<file path="config.mk">
export PLATFORM = sky130hd
export DESIGN_NAME = dio_regfile
export DESIGN_NICKNAME = d
export VERILOG_FILES = /design/src/rtl/dio_pkg.sv /design/src/rtl/dio_sync.sv /design/src/rtl/dio_cos_bank.sv /design/src/rtl/dio_regfile.sv
export SDC_FILE = /design/constraint.sdc
export NUM_CORES = 1
export LEC_CHECK = 0
export BUFFER_PORTS_ARGS = -buffer_cell sky130_fd_sc_hd__buf_2
export CORE_MARGIN = 1.5
export CORE_UTILIZATION = 60
export DETAILED_ROUTE_END_ITERATION = 10
export PLACE_DENSITY = 0.85
export SLEW_MARGIN = 20
export SYNTH_ARGS = -nofsm -noshare
export SYNTH_HDL_FRONTEND = slang
export SYNTH_SLANG_ARGS = --single-unit
</file>
<file path="constraint.sdc">
create_clock -name clk -period 2.28 [get_ports clk]
set_clock_uncertainty 0.15 [all_clocks]
set_input_delay 0.228 -clock clk [delete_from_list [all_inputs] [get_ports clk]]
set_output_delay 0.228 -clock clk [all_outputs]
set_load 0.005 [all_outputs]
</file>
<file path="src/rtl/dio_pkg.sv">
package dio_pkg;
  localparam int BANK_W    = 8;
  localparam int ISO_BANKS = 3;
  localparam int COS_BANKS = ISO_BANKS + 1;
  localparam int ISO_W     = ISO_BANKS * BANK_W;
  localparam int IN_W      = COS_BANKS * BANK_W;
  localparam int LANES     = 4;
  localparam int DATA_W    = LANES * BANK_W;
  localparam int ADDR_W    = 2;

  // word indices
  localparam logic [ADDR_W-1:0] W_OUT = 2'd0;
  localparam logic [ADDR_W-1:0] W_IN  = 2'd1;
  localparam logic [ADDR_W-1:0] W_COS = 2'd2;
  localparam logic [ADDR_W-1:0] W_CTL = 2'd3;

  // lanes inside the control word
  localparam int LN_CTL  = 0;
  localparam int LN_RSVD = 1;
  localparam int LN_EN   = 2;
  localparam int LN_RST  = 3;

  localparam int CTL_OE_BIT = 1;
endpackage

</file>
<file path="src/rtl/dio_sync.sv">
module dio_sync #(
  parameter int W      = 8,
  parameter int STAGES = 2
) (
  input  logic         clk,
  input  logic         rst_n,
  input  logic [W-1:0] d,
  output logic [W-1:0] q
);
  logic [W-1:0] stg [STAGES];

  always_ff @(posedge clk or negedge rst_n) begin
    if (!rst_n) begin
      for (int i = 0; i < STAGES; i++) stg[i] <= '0;
    end else begin
      stg[0] <= d;
      for (int i = 1; i < STAGES; i++) stg[i] <= stg[i-1];
    end
  end

  assign q = stg[STAGES-1];
endmodule

</file>
<file path="src/rtl/dio_cos_bank.sv">
module dio_cos_bank #(
  parameter int W = 8
) (
  input  logic         clk,
  input  logic         rst_n,
  input  logic         soft_rst,
  input  logic [W-1:0] din,
  input  logic         rise_en,
  input  logic         fall_en,
  input  logic [W-1:0] clr,
  output logic [W-1:0] status
);
  logic [W-1:0] prev;
  logic [W-1:0] ev;

  always_comb begin
    ev = '0;
    if (rise_en) ev = ev | (din & ~prev);
    if (fall_en) ev = ev | (~din & prev);
  end

  always_ff @(posedge clk or negedge rst_n) begin
    if (!rst_n) begin
      prev   <= '0;
      status <= '0;
    end else begin
      prev <= din;
      // board reset wins, then a fresh event beats a clear of the same bit
      if (soft_rst) status <= '0;
      else          status <= (status & ~clr) | ev;
    end
  end
endmodule

</file>
<file path="src/rtl/dio_regfile.sv">
module dio_regfile
  import dio_pkg::*;
#(
  parameter int SYNC_STAGES = 2
) (
  input  logic              clk,
  input  logic              rst_n,
  input  logic              req_valid,
  input  logic              req_write,
  input  logic [ADDR_W-1:0] req_addr,
  input  logic [LANES-1:0]  req_be,
  input  logic [DATA_W-1:0] req_wdata,
  output logic              rsp_valid,
  output logic [DATA_W-1:0] rsp_rdata,
  input  logic [ISO_W-1:0]  iso_in,
  input  logic [BANK_W-1:0] ttl_in,
  output logic [ISO_W-1:0]  fet_out,
  output logic [BANK_W-1:0] ttl_out,
  output logic              ttl_oe,
  output logic              irq
);
  logic wr, rd, soft_rst;
  logic [BANK_W-1:0] out_q [LANES];
  logic              oe_q;
  logic [BANK_W-1:0] en_q;
  logic [IN_W-1:0]   in_s;
  logic [IN_W-1:0]   status_w;
  logic [DATA_W-1:0] rd_word;

  assign wr       = req_valid & req_write;
  assign rd       = req_valid & ~req_write;
  assign soft_rst = wr && (req_addr == W_CTL) && req_be[LN_RST];

  // output latches
  always_ff @(posedge clk or negedge rst_n) begin
    if (!rst_n) begin
      for (int i = 0; i < LANES; i++) out_q[i] <= '0;
    end else if (soft_rst) begin
      for (int i = 0; i < LANES; i++) out_q[i] <= '0;
    end else if (wr && req_addr == W_OUT) begin
      for (int i = 0; i < LANES; i++)
        if (req_be[i]) out_q[i] <= req_wdata[i*BANK_W +: BANK_W];
    end
  end

  // control bit and edge enables
  always_ff @(posedge clk or negedge rst_n) begin
    if (!rst_n) begin
      oe_q <= 1'b0;
      en_q <= '0;
    end else if (soft_rst) begin
      oe_q <= 1'b0;
      en_q <= '0;
    end else if (wr && req_addr == W_CTL) begin
      if (req_be[LN_CTL]) oe_q <= req_wdata[LN_CTL*BANK_W + CTL_OE_BIT];
      if (req_be[LN_EN])  en_q <= req_wdata[LN_EN*BANK_W +: BANK_W];
    end
  end

  generate
    for (genvar g = 0; g < ISO_BANKS; g++) begin : g_fet
      assign fet_out[g*BANK_W +: BANK_W] = out_q[g];
    end
  endgenerate
  assign ttl_out = out_q[LANES-1];
  assign ttl_oe  = oe_q;

  dio_sync #(.W(IN_W), .STAGES(SYNC_STAGES)) u_sync (
    .clk   (clk),
    .rst_n (rst_n),
    .d     ({ttl_in, iso_in}),
    .q     (in_s)
  );

  generate
    for (genvar b = 0; b < COS_BANKS; b++) begin : g_cos
      logic [BANK_W-1:0] clr_b;
      assign clr_b = (wr && req_addr == W_COS && req_be[b])
                     ? req_wdata[b*BANK_W +: BANK_W] : '0;
      dio_cos_bank #(.W(BANK_W)) u_bank (
        .clk      (clk),
        .rst_n    (rst_n),
        .soft_rst (soft_rst),
        .din      (in_s[b*BANK_W +: BANK_W]),
        .rise_en  (en_q[b]),
        .fall_en  (en_q[b + COS_BANKS]),
        .clr      (clr_b),
        .status   (status_w[b*BANK_W +: BANK_W])
      );
    end
  endgenerate

  assign irq = |status_w;

  // read mux
  always_comb begin
    rd_word = '0;
    case (req_addr)
      W_OUT: for (int i = 0; i < LANES; i++) rd_word[i*BANK_W +: BANK_W] = out_q[i];
      W_IN:  rd_word = in_s;
      W_COS: rd_word = status_w;
      default: begin
        rd_word[LN_CTL*BANK_W + CTL_OE_BIT] = oe_q;
        rd_word[LN_EN*BANK_W +: BANK_W]     = en_q;
        rd_word[LN_RST*BANK_W]              = irq;
      end
    endcase
  end

  // one-cycle read response
  always_ff @(posedge clk or negedge rst_n) begin
    if (!rst_n) begin
      rsp_valid <= 1'b0;
      rsp_rdata <= '0;
    end else begin
      rsp_valid <= rd;
      if (rd) rsp_rdata <= rd_word;
    end
  end
endmodule

</file>
======== Word-level counts from Yosys, hierarchy flattened ========
Cells that the tools add are included.
storage, ports and cells
  register bits ........................... 202
  bits of input ports ..................... 74
  output and inout bits ................... 67
  word-level logic and storage cells ...... 110
operators by class
  eq/ne operators ......................... 3
  multiplexer cells ....................... 32
  bitwise logic cells ..................... 35
  reduce and logical (&&, ||, !) cells .... 22
operators by type and width
  kind                                            count
  2-to-1 mux 8 bit                                22
  bitwise AND 8 bit                               12
  inverter 8 bit                                  12
  2-to-1 mux 32 bit                               2
  bitwise OR 8 bit                                8
  case mux 14 bit (3 select lines)                1
  OR reduction 32 bit                             1
  case mux 9 bit (3 select lines)                 1
  case mux 7 bit (3 select lines)                 1
  AND reduction 2 bit                             6
  nonzero test 2 bit                              6
  logical AND 1 bit                               8
  case mux 1 bit (3 select lines)                 2
  == test 2 bit (second input constant)           2
  2-to-1 mux 1 bit                                3
  bitwise AND 1 bit                               2
  == test 2 x 1 -> 1 bit (second input constant)  1
  zero test 2 bit                                 1
  inverter 1 bit                                  1

======== Logic depth before layout (Yosys ltp) ========
  depth after elaboration ................. 8
  depth in mapped cells ................... 7
  depth with buffers taken out ............ 4

======== Modules after synthesis ========
A second synthesis with hierarchy kept.
unflattened totals
  cells, all modules ...................... 717
  area total of the unflattened synthesis .. 8,330.5 µm²
by module, submodules not included
  module        times used  cells each  area each (µm²)  seq. area each (µm²)
  dio_regfile   1           417         3,931.3          1,851.8
  dio_cos_bank  4           51          639.4            400.4
  dio_sync      1           96          1,841.8          1,601.5

======== Least setup slack after synthesis ========
Ideal clock, no wire load.
  path kind ............................... register -> output
  start point ............................. register g_cos[0].u_bank.status[3]
  end point ............................... output irq
  arrival time ............................ 1,054 ps
  required time ........................... 1,902 ps
  path slack .............................. 848 ps
  cell stages (with the launch flop) ...... 4
  path buffers ............................ 0
  cells stage by stage .................... dfrtp_1 nor4_1 nand4_1 or2_2
between the ends
  cells in the longest elaborated chain, start to end .. 1
ends and longest elaborated chain
  what                      line                source
  start: declaration        dio_cos_bank.sv:11  output logic [W-1:0] status
  start signal: assignment  dio_cos_bank.sv:30  else status <= (status & ~clr) | ev;
  OR reduction 32 bit       dio_regfile.sv:93   assign irq = |status_w;
  end: declaration          dio_regfile.sv:20   output logic irq
Every way passes these cells.

======== Worst setup path in the final report ========
  start point ............................. register g_cos[1].u_bank.status[6]
  end point ............................... output irq
between the ends
  cells in the longest elaborated chain, start to end .. 1
ends and longest elaborated chain
  what                      line
  start: declaration        dio_cos_bank.sv:11
  start signal: assignment  dio_cos_bank.sv:30
  OR reduction 32 bit       dio_regfile.sv:93
Every way passes these cells.

==> impl_metrics.tcl <==
set metrics [dict create \
    run_status "finished, final reports clean" \
    synth_compound_gate_area_share_pct 11.3 \
    worst_pin_slew_ns 0.719 \
    synth_top_family_by_area "simple AND/OR/NAND/NOR gates" \
    maxUsedRoutingLayer "met4" \
    ir_drop_mv 0.722 \
    routabilityCongestion 0.881 \
    synth_seq_cells 202 \
    grt_pass1_vias 6704 \
    final.setup.worst_slack_ns 0.0166 \
    postSynthAreaPerCell_um2 11.5 \
    synth_top_cell_by_area "dfrtp_1" \
    synth-async-reset-ratio_pct 100 \
    yosys_most_used_dff "dfrtp_1" \
    critPathArrivalTime_ns 1.89 \
    start_util_pct 62.2 \
    fmax_mhz 442 \
    rr_worst_depth 4 \
    netlist_instances 690 \
    synth.most_common_cell "dfrtp_1" \
    vias 6651 \
    synthAdderAreaFrac_pct 0 \
    clk_path_buf_depth 3 \
    antenna_left 0 \
    grt_usage_pct 32.2 \
    drc 0 \
    hp-class "input port to flip-flop" \
    cp_num_buf_inv 1 \
    synthSimpleGateAreaFrac_pct 14.6 \
    firstDrtPassIters 5 \
    worstReg2RegEnd "rsp_rdata[24]" \
    synthTopCellsByArea "dfrtp_1 64%, nand2_1 4.7%, nand3b_1 4.5%, o21ai_0 3.2%, mux2i_1 2.9%" \
    synth-edff-count 0 \
    drv_cap 0 \
    cp-start-kind "flip-flop" \
    ys_warn_count 0 \
    die_y_um 118 \
    nFillCells 730 \
    dp_hpwl_um 13500 \
    grt-ovfl-total 0 \
    total_power_mw 9.38 \
    synth_cell_type_count 41 \
    pre_cts_ws_ns 0.359 \
    critical-path-top-delay-family "simple AND/OR/NAND/NOR gates" \
    final_util_pct 79.6 \
    rrSetupSlack_ns 0.71 \
    end_kind "primary output" \
    wirelength_um 22000 \
    yosys.area.top_type_share_pct 63.6 \
    cts_tree "done" \
    drtIter0Drc 688 \
    drive_above_1_share_pct 24.0 \
    worstHoldStart "req_be[3]" \
    ios 141 \
    leakage_nw 4.72 \
    hold_depth 2 \
    critPathMaxFanout 3 \
    crit_type "flip-flop to primary output" \
    fin_crit_ns 2.26 \
    grt_pass1_wl_um 35600 \
    slew_headroom_pct 52.0 \
    insertedDiodeCount 0 \
    wl_met1_um 8540 \
    via_per_inst 6.14 \
    clk-insertion-delay-late_ns 0.50 \
    cts_root_buf "clkbuf_16" \
    grt_start_max_net_pins 77 \
    synth_xor_area_share_pct 0.110 \
    wl_per_cell_um 20.3 \
    area_delta_synth_final_pct 28.1 \
    cts_max_level 1 \
    die_w_um 118 \
    core_area_mm2 0.0128 \
    io_buffers 140 \
    syn-num-nets 764 \
    finalCritPeriodShare_pct 99.3 \
    critPathMaxStageDelay_ns 0.43 \
    drv_slew 0 \
    setup_viol 0 \
    yosysSeqAreaShare_pct 63.6 \
    power_density_mw_per_mm2 922 \
    hold_viol_final 0 \
    clk_pin_slew_worst_paths_ns 0.06 \
    synthesis.area_mm2 0.00794 \
    path_cells "nor4_1, nand4_1, or2_2, buf_2" \
    final_nets 970 \
    cts_sinks 202 \
    required_ns 1.90 \
    numCtsBuffers 21 \
    tns_ns 0 \
    ys_top_cells_by_count "202 x dfrtp_1, 99 x nand2_1, 51 x o21ai_0, 48 x nand3b_1, 34 x nor2_1" \
    muxShareOfSynthArea_pct 5.45 \
    reg2reg_from "g_cos[1].u_bank.status[6]" \
    hold_end "ttl_oe" \
    fp-row-count 41 \
    wl_met2_um 10700 \
    critPathSlowestCell "dfrtp_1" \
    antenna_found_initial 0 \
    wl_met3_um 1830 \
    die_area_mm2 0.0139 \
]
## metrics by stage
step	std cells	cell area (µm²)	hold WS [ns]
floorplan	690	7940	-0.218
global placement	977	8770	0.148
detailed placement	977	8770	0.153
CTS	1082	10100	0.0100
global route	1083	10200	0.0499
finish	1083	10200	0.0603
## worst reg2reg max path, delay by kind of cell, from the launching register on
kind / cells / cell delay, ns
AO/OA/AOI/OAI: 2 / 0.36
AND/OR/NAND/NOR: 2 / 0.50
flip-flops: 1 / 0.43
## area by class of cell
class / instances / area [µm²] / area share [%]
Tap cell: 172 / 215 / 2.12
Multi-Input combinational cell: 415 / 2550 / 25.1
Timing Repair Buffer: 224 / 1560 / 15.3
Inverter: 32 / 120 / 1.18
Clock buffer: 30 / 599 / 5.89
Clock inverter: 8 / 72.6 / 0.713
Sequential cell: 202 / 5050 / 49.7
## per-layer routing
layer / track usage (%) / vias up
met2: 52.9 / 460
met4: 12.3 / 0
li1: - / 2811
met3: 5.57 / 96
met1: 43.4 / 3284
met5: 0 / -
## repair_timing
item                                    in CTS  in global routing
hold endpoints to repair                   157                  0
endpoints found under the setup margin       1                  1
pin swaps                                    0                  2
setup buffers                                0                  1
gates resized for setup                      2                  5
hold buffers                                67                  0
## power by group
group | total (mW) | internal (mW) | switching, mW
logic | 1.40 | 0.693 | 0.709
registers | 4.66 | 4.10 | 0.559
clock network | 3.32 | 1.95 | 1.37
## worst max path at each step
stage          cells past startpoint                      start  endpoint
4_1_cts                            4  g_cos[2].u_bank.status[5]       irq
6_report                           4  g_cos[1].u_bank.status[6]       irq
2_1_floorplan                      3  g_cos[0].u_bank.status[3]       irq
3_5_place_dp                       3                  req_be[3]   en_q[5]
3_3_place_gp                       4  g_cos[1].u_bank.status[4]       irq
5_1_grt                            4  g_cos[1].u_bank.status[6]       irq
## kinds of logic (layout without fill, tap and decap cells)
group / count (synthesis) / after routing
mux: 32 / 32
compound gates: 157 / 157
xor+xnor: 1 / 1
flops: 202 / 202
buf+inv: 73 / 294
simple gates: 225 / 225
## placed cells by master (no fill, tap or decap), types with 2 or more instances in the layout
| cell type | n |
|---|---|
| o21ai_2 | 3 |
| a31oi_1 | 24 |
| and3_1 | 2 |
| o22ai_1 | 7 |
| dlygate4sd3_1 | 67 |
| inv_6 | 2 |
| o21ai_0 | 51 |
| o21ai_1 | 22 |
| clkbuf_1 | 5 |
| inv_1 | 32 |
| a21oi_1 | 31 |
| buf_4 | 13 |
| o31ai_1 | 6 |
| nor4_2 | 5 |
| nand2_1 | 99 |
| nor4_1 | 2 |
| and2_1 | 2 |
| clkinv_2 | 5 |
| clkbuf_16 | 21 |
| mux2i_1 | 23 |
| buf_2 | 139 |
| nor3b_1 | 2 |
| nand3b_1 | 48 |
| a22o_1 | 8 |
| nand4_1 | 11 |
| mux4_2 | 9 |
| clkbuf_8 | 5 |
| nand3_2 | 4 |
| dfrtp_1 | 202 |
| o31ai_2 | 2 |
| buf_12 | 4 |
| nor2_1 | 34 |
| nand3_1 | 8 |
## sequential cells by signal (all words and copies together) (netlist names)
| register | cells |
|---|---|
| rsp_valid | 1 |
| fet_out | 24 |
| u_sync.stg | 32 |
| rsp_rdata | 32 |
| en_q | 8 |
| u_sync.q | 32 |
| ttl_oe | 1 |
| g_cos.u_bank.prev | 32 |
| g_cos.u_bank.status | 32 |
| ttl_out | 8 |
No activity file was read; power rests on OpenSTA's default activity.
